[src/rtl/fid_pkg.sv]
package fid_pkg;
   typedef enum logic {
      SCAN_PROG = 1'b0,
      SCAN_INTL = 1'b1
   } scan_mode_e;

   function automatic int unsigned cnt_width(input int unsigned limit);
      return (limit < 2) ? 1 : $clog2(limit + 1);
   endfunction
endpackage

[src/rtl/fid_sync.sv]
module fid_sync #(
   parameter int STAGES = 2,
   parameter int WIDTH  = 2
) (
   input  logic             clk,
   input  logic             rst_n,
   input  logic [WIDTH-1:0] d_i,
   output logic [WIDTH-1:0] q_o
);
   generate
      if (STAGES == 0) begin : g_bypass
         assign q_o = d_i;
      end else begin : g_chain
         logic [WIDTH-1:0] stage_q [STAGES];
         always_ff @(posedge clk or negedge rst_n) begin
            if (!rst_n) begin
               for (int i = 0; i < STAGES; i++) stage_q[i] <= '0;
            end else begin
               stage_q[0] <= d_i;
               for (int i = 1; i < STAGES; i++) stage_q[i] <= stage_q[i-1];
            end
         end
         assign q_o = stage_q[STAGES-1];
      end
   endgenerate
endmodule

[src/rtl/fid_phase.sv]
module fid_phase (
   input  logic clk,
   input  logic rst_n,
   input  logic line_lvl_i,
   input  logic vs_lvl_i,
   output logic sample_o,
   output logic flip_o,
   output logic change_o,
   output logic line_rise_o
);
   logic vs_q, line_q, vs_rise;

   assign vs_rise     = vs_lvl_i & ~vs_q;
   assign line_rise_o = line_lvl_i & ~line_q;
   assign change_o    = vs_rise & (line_lvl_i != sample_o);

   always_ff @(posedge clk or negedge rst_n) begin
      if (!rst_n) begin
         vs_q     <= 1'b0;
         line_q   <= 1'b0;
         sample_o <= 1'b1;
         flip_o   <= 1'b0;
      end else begin
         vs_q   <= vs_lvl_i;
         line_q <= line_lvl_i;
         if (vs_rise) begin
            sample_o <= line_lvl_i;
            flip_o   <= ~flip_o;
         end
      end
   end

   AST_FLIP_ON_EDGE: assert property (@(posedge clk) disable iff (!rst_n)
      vs_rise |=> (flip_o != $past(flip_o)));
   AST_CAPTURE_LEVEL: assert property (@(posedge clk) disable iff (!rst_n)
      vs_rise |=> (sample_o == $past(line_lvl_i)));
   AST_HOLD_WITHOUT_EDGE: assert property (@(posedge clk) disable iff (!rst_n)
      !vs_rise |=> ($stable(sample_o) && $stable(flip_o)));
endmodule

[src/rtl/fid_timeout.sv]
module fid_timeout #(
   parameter int unsigned LIMIT = 700,
   parameter int unsigned CW    = 10
) (
   input  logic clk,
   input  logic rst_n,
   input  logic reload_i,
   input  logic tick_i,
   output logic expired_o
);
   logic [CW-1:0] cnt_q;
   localparam logic [CW-1:0] LIM = CW'(LIMIT);

   always_ff @(posedge clk or negedge rst_n) begin
      if (!rst_n)                    cnt_q <= LIM;
      else if (reload_i)             cnt_q <= '0;
      else if (tick_i && cnt_q < LIM) cnt_q <= cnt_q + 1'b1;
   end

   assign expired_o = (cnt_q == LIM);

   AST_RELOAD_ZERO: assert property (@(posedge clk) disable iff (!rst_n)
      reload_i |=> (cnt_q == '0));
   AST_NO_OVERFLOW: assert property (@(posedge clk) disable iff (!rst_n)
      (expired_o && !reload_i) |=> expired_o);
endmodule

[src/rtl/fid_detector.sv]
module fid_detector #(
   parameter int unsigned TIMEOUT_LINES = 700,
   parameter int          SYNC_STAGES   = 2
) (
   input  logic clk,
   input  logic rst_n,
   input  logic line_clk_i,
   input  logic vsync_i,
   output logic field_o,
   output logic interlaced_o
);
   import fid_pkg::*;

   localparam int unsigned CW = cnt_width(TIMEOUT_LINES);

   generate
      if (TIMEOUT_LINES < 2) begin : g_bad_timeout
         $error("TIMEOUT_LINES must be at least 2");
      end
      if (SYNC_STAGES < 0 || SYNC_STAGES > 4) begin : g_bad_sync
         $error("SYNC_STAGES must be within 0..4");
      end
   endgenerate

   logic [1:0] raw_in, synced;
   logic       sample, flip, change, line_rise, expired;
   scan_mode_e mode_q;

   assign raw_in = {vsync_i, line_clk_i};

   fid_sync #(.STAGES(SYNC_STAGES), .WIDTH(2)) u_sync (
      .clk(clk), .rst_n(rst_n), .d_i(raw_in), .q_o(synced));

   fid_phase u_phase (
      .clk(clk), .rst_n(rst_n),
      .line_lvl_i(synced[0]), .vs_lvl_i(synced[1]),
      .sample_o(sample), .flip_o(flip),
      .change_o(change), .line_rise_o(line_rise));

   fid_timeout #(.LIMIT(TIMEOUT_LINES), .CW(CW)) u_timeout (
      .clk(clk), .rst_n(rst_n),
      .reload_i(change), .tick_i(line_rise), .expired_o(expired));

   always_ff @(posedge clk or negedge rst_n) begin
      if (!rst_n)       mode_q <= SCAN_PROG;
      else if (change)  mode_q <= SCAN_INTL;
      else if (expired) mode_q <= SCAN_PROG;
   end

   assign interlaced_o = (mode_q == SCAN_INTL);
   assign field_o      = interlaced_o ? sample : flip;

   AST_ENTER_INTL: assert property (@(posedge clk) disable iff (!rst_n)
      change |=> interlaced_o);
   AST_LEAVE_INTL: assert property (@(posedge clk) disable iff (!rst_n)
      (expired && !change) |=> !interlaced_o);
   AST_PROG_STAYS: assert property (@(posedge clk) disable iff (!rst_n)
      (!interlaced_o && !change) |=> !interlaced_o);
endmodule

[config.mk]
export PLATFORM = sky130hd
export DESIGN_NAME = fid_detector
export DESIGN_NICKNAME = d
export VERILOG_FILES = /design/src/rtl/fid_pkg.sv /design/src/rtl/fid_sync.sv /design/src/rtl/fid_phase.sv /design/src/rtl/fid_timeout.sv /design/src/rtl/fid_detector.sv
export SDC_FILE = /design/constraint.sdc
export NUM_CORES = 1
export LEC_CHECK = 0
export ABC_AREA = 1
export BUFFER_PORTS_ARGS = -buffer_cell sky130_fd_sc_hd__buf_2
export CAP_MARGIN = 20
export CORE_MARGIN = 8
export CORE_UTILIZATION = 40
export DETAILED_ROUTE_END_ITERATION = 8
export GPL_ROUTABILITY_DRIVEN = 0
export PLACE_DENSITY_LB_ADDON = 0.1
export SLEW_MARGIN = 30
export SYNTH_ARGS = -nofsm -noshare
export SYNTH_HDL_FRONTEND = slang
export SYNTH_SLANG_ARGS = --single-unit
[constraint.sdc]
create_clock -name clk -period 1.5 [get_ports clk]
set_input_delay 0.075 -clock clk [delete_from_list [all_inputs] [get_ports clk]]
set_output_delay 0.075 -clock clk [all_outputs]
set_load 0.005 [all_outputs]
Word-level counts from Yosys, hierarchy flattened
Index checks and enable logic that the tools add are counted.

Bits in registers: 19. Input port bits: 4. Output and inout bits: 2. Logic and storage cells: 26.

Add/sub/neg operators: 1. Order comparisons: 1. Equal/unequal tests: 2. Muxes and demuxes: 5. Bitwise operators: 6. Reduce and logical (&&, ||, !) cells: 3.

Operators by type and width (number): $mux W10 (2); $add A10 B1 Y10 const B (1); $eq A10 B10 Y1 const B (1); $lt A10 B10 Y1 const B (1); $reduce_bool A2 Y1 (2); $and A1 B1 Y1 (3); $mux W1 (3); $not A1 Y1 (3); $logic_and A1 B1 Y1 (1); $ne A1 B1 Y1 (1).

Longest topological paths before layout
Depth in word-level cells: 5. Depth in mapped cells: 9. Gate-level depth less buffers: 9.

Modules after synthesis
Synthesis repeated with hierarchy kept, for this count alone.

Cell total of the unflattened synthesis: 142. Area, all modules: 1044.8 µm².

By module, submodules not included: fid_timeout (instances 1, cells each 105, area an instance 703.2 µm²); fid_phase (instances 1, cells each 22, area an instance 171.4 µm²); fid_sync (instances 1, cells each 6, area an instance 115.1 µm²); fid_detector (instances 1, cells each 9, area an instance 55.1 µm²).

Least setup slack after synthesis
No wires, ideal clock.

Path kind: reg2reg. Start: reg u_timeout.cnt_q[4]. End: reg u_timeout.cnt_q[6]. Arrival time: 1.166 ns. Required time: 1.382 ns. Setup slack: 0.216 ns. Stages on the path, launching flop included: 9. Period minus slack after synthesis: 1.284 ns. Path through: dfstp_2 > nand2_1 > nor2_2 > nand2_1 > nand3_2 > nand2_2 > buf_6 > nand2_1 > o21ai_2.

Word-level cells in the longest chain between the ends: 3.

Ends and longest elaborated chain: start, declared (line fid_timeout.sv:11) `logic [CW-1:0] cnt_q;`; start signal, assigned (line fid_timeout.sv:17) `else if (tick_i && cnt_q < LIM) cnt_q <= cnt_q + 1'b1;`; $add A10 B1 Y10 or $lt A10 B10 Y1 (tied branches) (line fid_timeout.sv:17); $mux W10 or $logic_and A1 B1 Y1 (tied branches) (line fid_timeout.sv:17); $mux W10 or $reduce_bool A2 Y1 (tied branches).

Several ways; a longest one is shown, not always the timed one. The select of a mux whose other input is x is not followed. A chain may end at the register's enable or synchronous reset.

Worst setup path after layout
Start: reg u_phase.sample_o. End: reg u_timeout.cnt_q[0].

Word-level cells in the longest chain between the ends: 3.

Ends and longest elaborated chain: start, declared (line fid_phase.sv:6) `output logic sample_o,`; start signal, assigned (line fid_phase.sv:27) `sample_o <= line_lvl_i;`; $ne A1 B1 Y1 * (line fid_phase.sv:15) `assign change_o = vs_rise & (line_lvl_i != sample_o);`; $and A1 B1 Y1 * (line fid_phase.sv:15); $mux W10 or $reduce_bool A2 Y1 (tied branches).

Every way passes the cells marked *; elsewhere a longest branch is shown, timed or not.

==> reports/qor.csv <==
metric,value,unit
total track usage,8.78,%
clk_skew,8.54,ps
crit path DAT,1570,ps
vias,747,
Filler cells,219,
Finish-stage setup viols,0,
Netlist cell types,16,
startpoint types,flip-flop,
Sink Count,19,
measured slew at the worst slew-check pin,417,ps
Min Hold Slack,213,ps
dpl cells,151,
vias per cell,4.73,
"setup slack, reg-to-reg",130,ps
Max clock buf depth,2,
Rows,17,
# DRC,0,
die height,64.5,um
post-route clock period utilization,91.1,%
Area Growth Syn to Fin,15.3,%
post-synth top area share,32.0,%
crit end category,flip-flop,
cells after synthesis,117,
CTS tree,built,
setup TNS,0,ps
Clock Latency Late Sink,310,ps
Syn Nets,123,
synth warn,0,
Rel. slew slack,72.2,%
"CP delay by family, top",simple AND/OR/NAND/NOR gates,
minimum clock period,1370,ps
Finished Layout Cells,158,
main area contributors after synthesis,"dfrtp_1 32%, dfstp_2 20%, nand2_1 19%, nor2_1 5.2%, nand3_1 4.8%",
"Slew Viols, Final",0,
cell area after layout,1080,um2
routed length per instance,10.8,um
PD cells,1070,nW/um2
Clock Root Buffer,clkbuf_4,
synthesized cell area,940,um2
"Cell Chain, Critical Path",nor2_1 > nor2_1 > nand2_2 > nand2_4 > inv_4 > nand2_1 > nand2_1,
kind of critical path,reg -> reg,
#FFs+latches synth,19,
Synth area leader,dfrtp_1,
Final Core Density,49.0,%
dpl ws,16.1,ps
first-pass GRT wire length,2900,um
Layout Nets,137,
initial antenna violation count,0,
CTS buffer count,3,
DIE AREA,4160,um2
critical path buffer and inverter count,1,
register area share after synthesis,51.5,%
Placeable Area,2210,um2
HP Class,in -> async,
Max Fclk,732,MHz
vias in the first global route,702,
Max stage delay on crit path,570,ps
P_leak,0.542,nW
crit path max fanout,11,
Port Buffers,5,
DRT Pass-1 Iters,4,
final worst slack,134,ps
ANT cells,0,
Clock transition at path regs,120,ps
postcts setup bufs,0,
Overall Power,1.16,mW
dpl cell area,1000,um2
Ports,6,
Max-Cap Viols,0,
Critical Path RT,1700,ps
syn avg cell area,8.03,um2
outcome,"complete, no violations",
hpwl dp,1230,um
layout cells sized above 1,22.3,%
H-tree depth,1,
global route overflow,0,
peak supply drop,0.528,mV
largest net degree at the start of global routing,20,
die width,64.5,um
initial drt markers,14,
Post-Route WL,1710,um
Antenna Violating Nets Remaining,0,
Initial Util,42.5,%
Fin. Hold Viols,0,
CP max-delay cell,dfstp_2,
==> cells in the final DEF (no fill, tap or decap) <==
cell type	synthesis	final
xor2_1	5	5
buf_4	0	2
inv_2	1	1
nand2_2	1	1
nor2_1	13	11
o21ai_2	1	1
dlygate4sd3_1	0	3
dfrtp_1	12	12
buf_2	0	5
nand3b_1	1	1
nor2_2	2	4
ha_1	2	2
o21ai_0	3	3
nand2_4	0	1
dfstp_2	7	7
clkbuf_4	0	3
inv_1	11	10
nand3_2	1	2
nand2_1	47	46
nand3_1	9	8
clkinvlp_4	0	1
inv_4	0	1
==> report_power, final <==
group | total [mW] | internal, mW | switching [mW]
clock network | 0.273 | 0.102 | 0.171
logic | 0.215 | 0.0896 | 0.125
registers | 0.672 | 0.606 | 0.0668
total | 1.16 | 0.797 | 0.363
==> worst paths after layout <==
| path | to | cells past startpoint | startpoint |
|---|---|---|---|
| max in group asynchronous | u_timeout.cnt_q[5]$_DFFE_PN1P_ | 2 | rst_n |
| min in group clk | u_sync.q_o[0]$_DFF_PN0_ | 0 | u_sync.g_chain.stage_q[2]$_DFF_PN0_ |
| hold reg to reg | u_sync.q_o[0]$_DFF_PN0_ | 0 | u_sync.g_chain.stage_q[2]$_DFF_PN0_ |
| setup reg to reg | u_timeout.cnt_q[0]$_DFFE_PN0P_ | 7 | u_phase.sample_o$_DFFE_PN1P_ |
| hold / removal | u_phase.flip_o$_DFFE_PN0P_ | 2 | rst_n |
| setup / recovery | u_timeout.cnt_q[0]$_DFFE_PN0P_ | 7 | u_phase.sample_o$_DFFE_PN1P_ |
==> flip-flops by register name, summed over array words and instances, names as in the netlist <==
| register | count |
|---|---|
| u_timeout.cnt_q | 10 |
| u_phase.line_q | 1 |
| u_phase.flip_o | 1 |
| interlaced_o | 1 |
| u_sync.g_chain.stage_q | 2 |
| u_sync.q_o | 2 |
| u_phase.vs_q | 1 |
| u_phase.sample_o | 1 |
==> Yosys cell counts <==
cell and n:
o21ai_2 1, nand2_1 47, inv_2 1, nor2_2 2, buf_6 1, ha_1 2
xor2_1 5, dfrtp_1 12, inv_1 11, o21ai_0 3, nand3b_1 1, nand2_2 1
nand3_2 1, nand3_1 9, dfstp_2 7, nor2_1 13
==> timing repair <==
item,in CTS,in global routing
endpoints found under the hold margin,14,0
setup endpoints to repair,3,8
gates resized for setup,1,6
pin swaps,0,0
hold buffers,3,0
==> cell families after synthesis <==
| group | synth area share [%] |
|---|---|
| flip-flops | 51.5 |
| XOR/XNOR | 4.66 |
| AO/OA/AOI/OAI | 2.53 |
| buffers and inverters | 5.99 |
| adder cells (fa/ha/maj) | 2.66 |
| AND/OR/NAND/NOR | 32.6 |
==> layer usage <==
metal | track usage, % | up-vias | share of wire (%)
li1 | - | 382 | -
met4 | 6.27 | 0 | 2.6
met5 | 0 | - | 0
met1 | 10.5 | 349 | 50
met2 | 12.9 | 11 | 43
met3 | 2.92 | 5 | 3.4
==> layout make-up <==
cell class	count	area [um2]	share of cell area, %
well taps	28	35.0	3.23
clock inverters	1	7.51	0.693
multi-input cells	85	417	38.5
repair buffers	10	70.1	6.47
clock buffers	3	22.5	2.08
flip-flops and latches	19	484	44.7
inverters	12	47.5	4.39
Power figures use the tool's default switching activity.
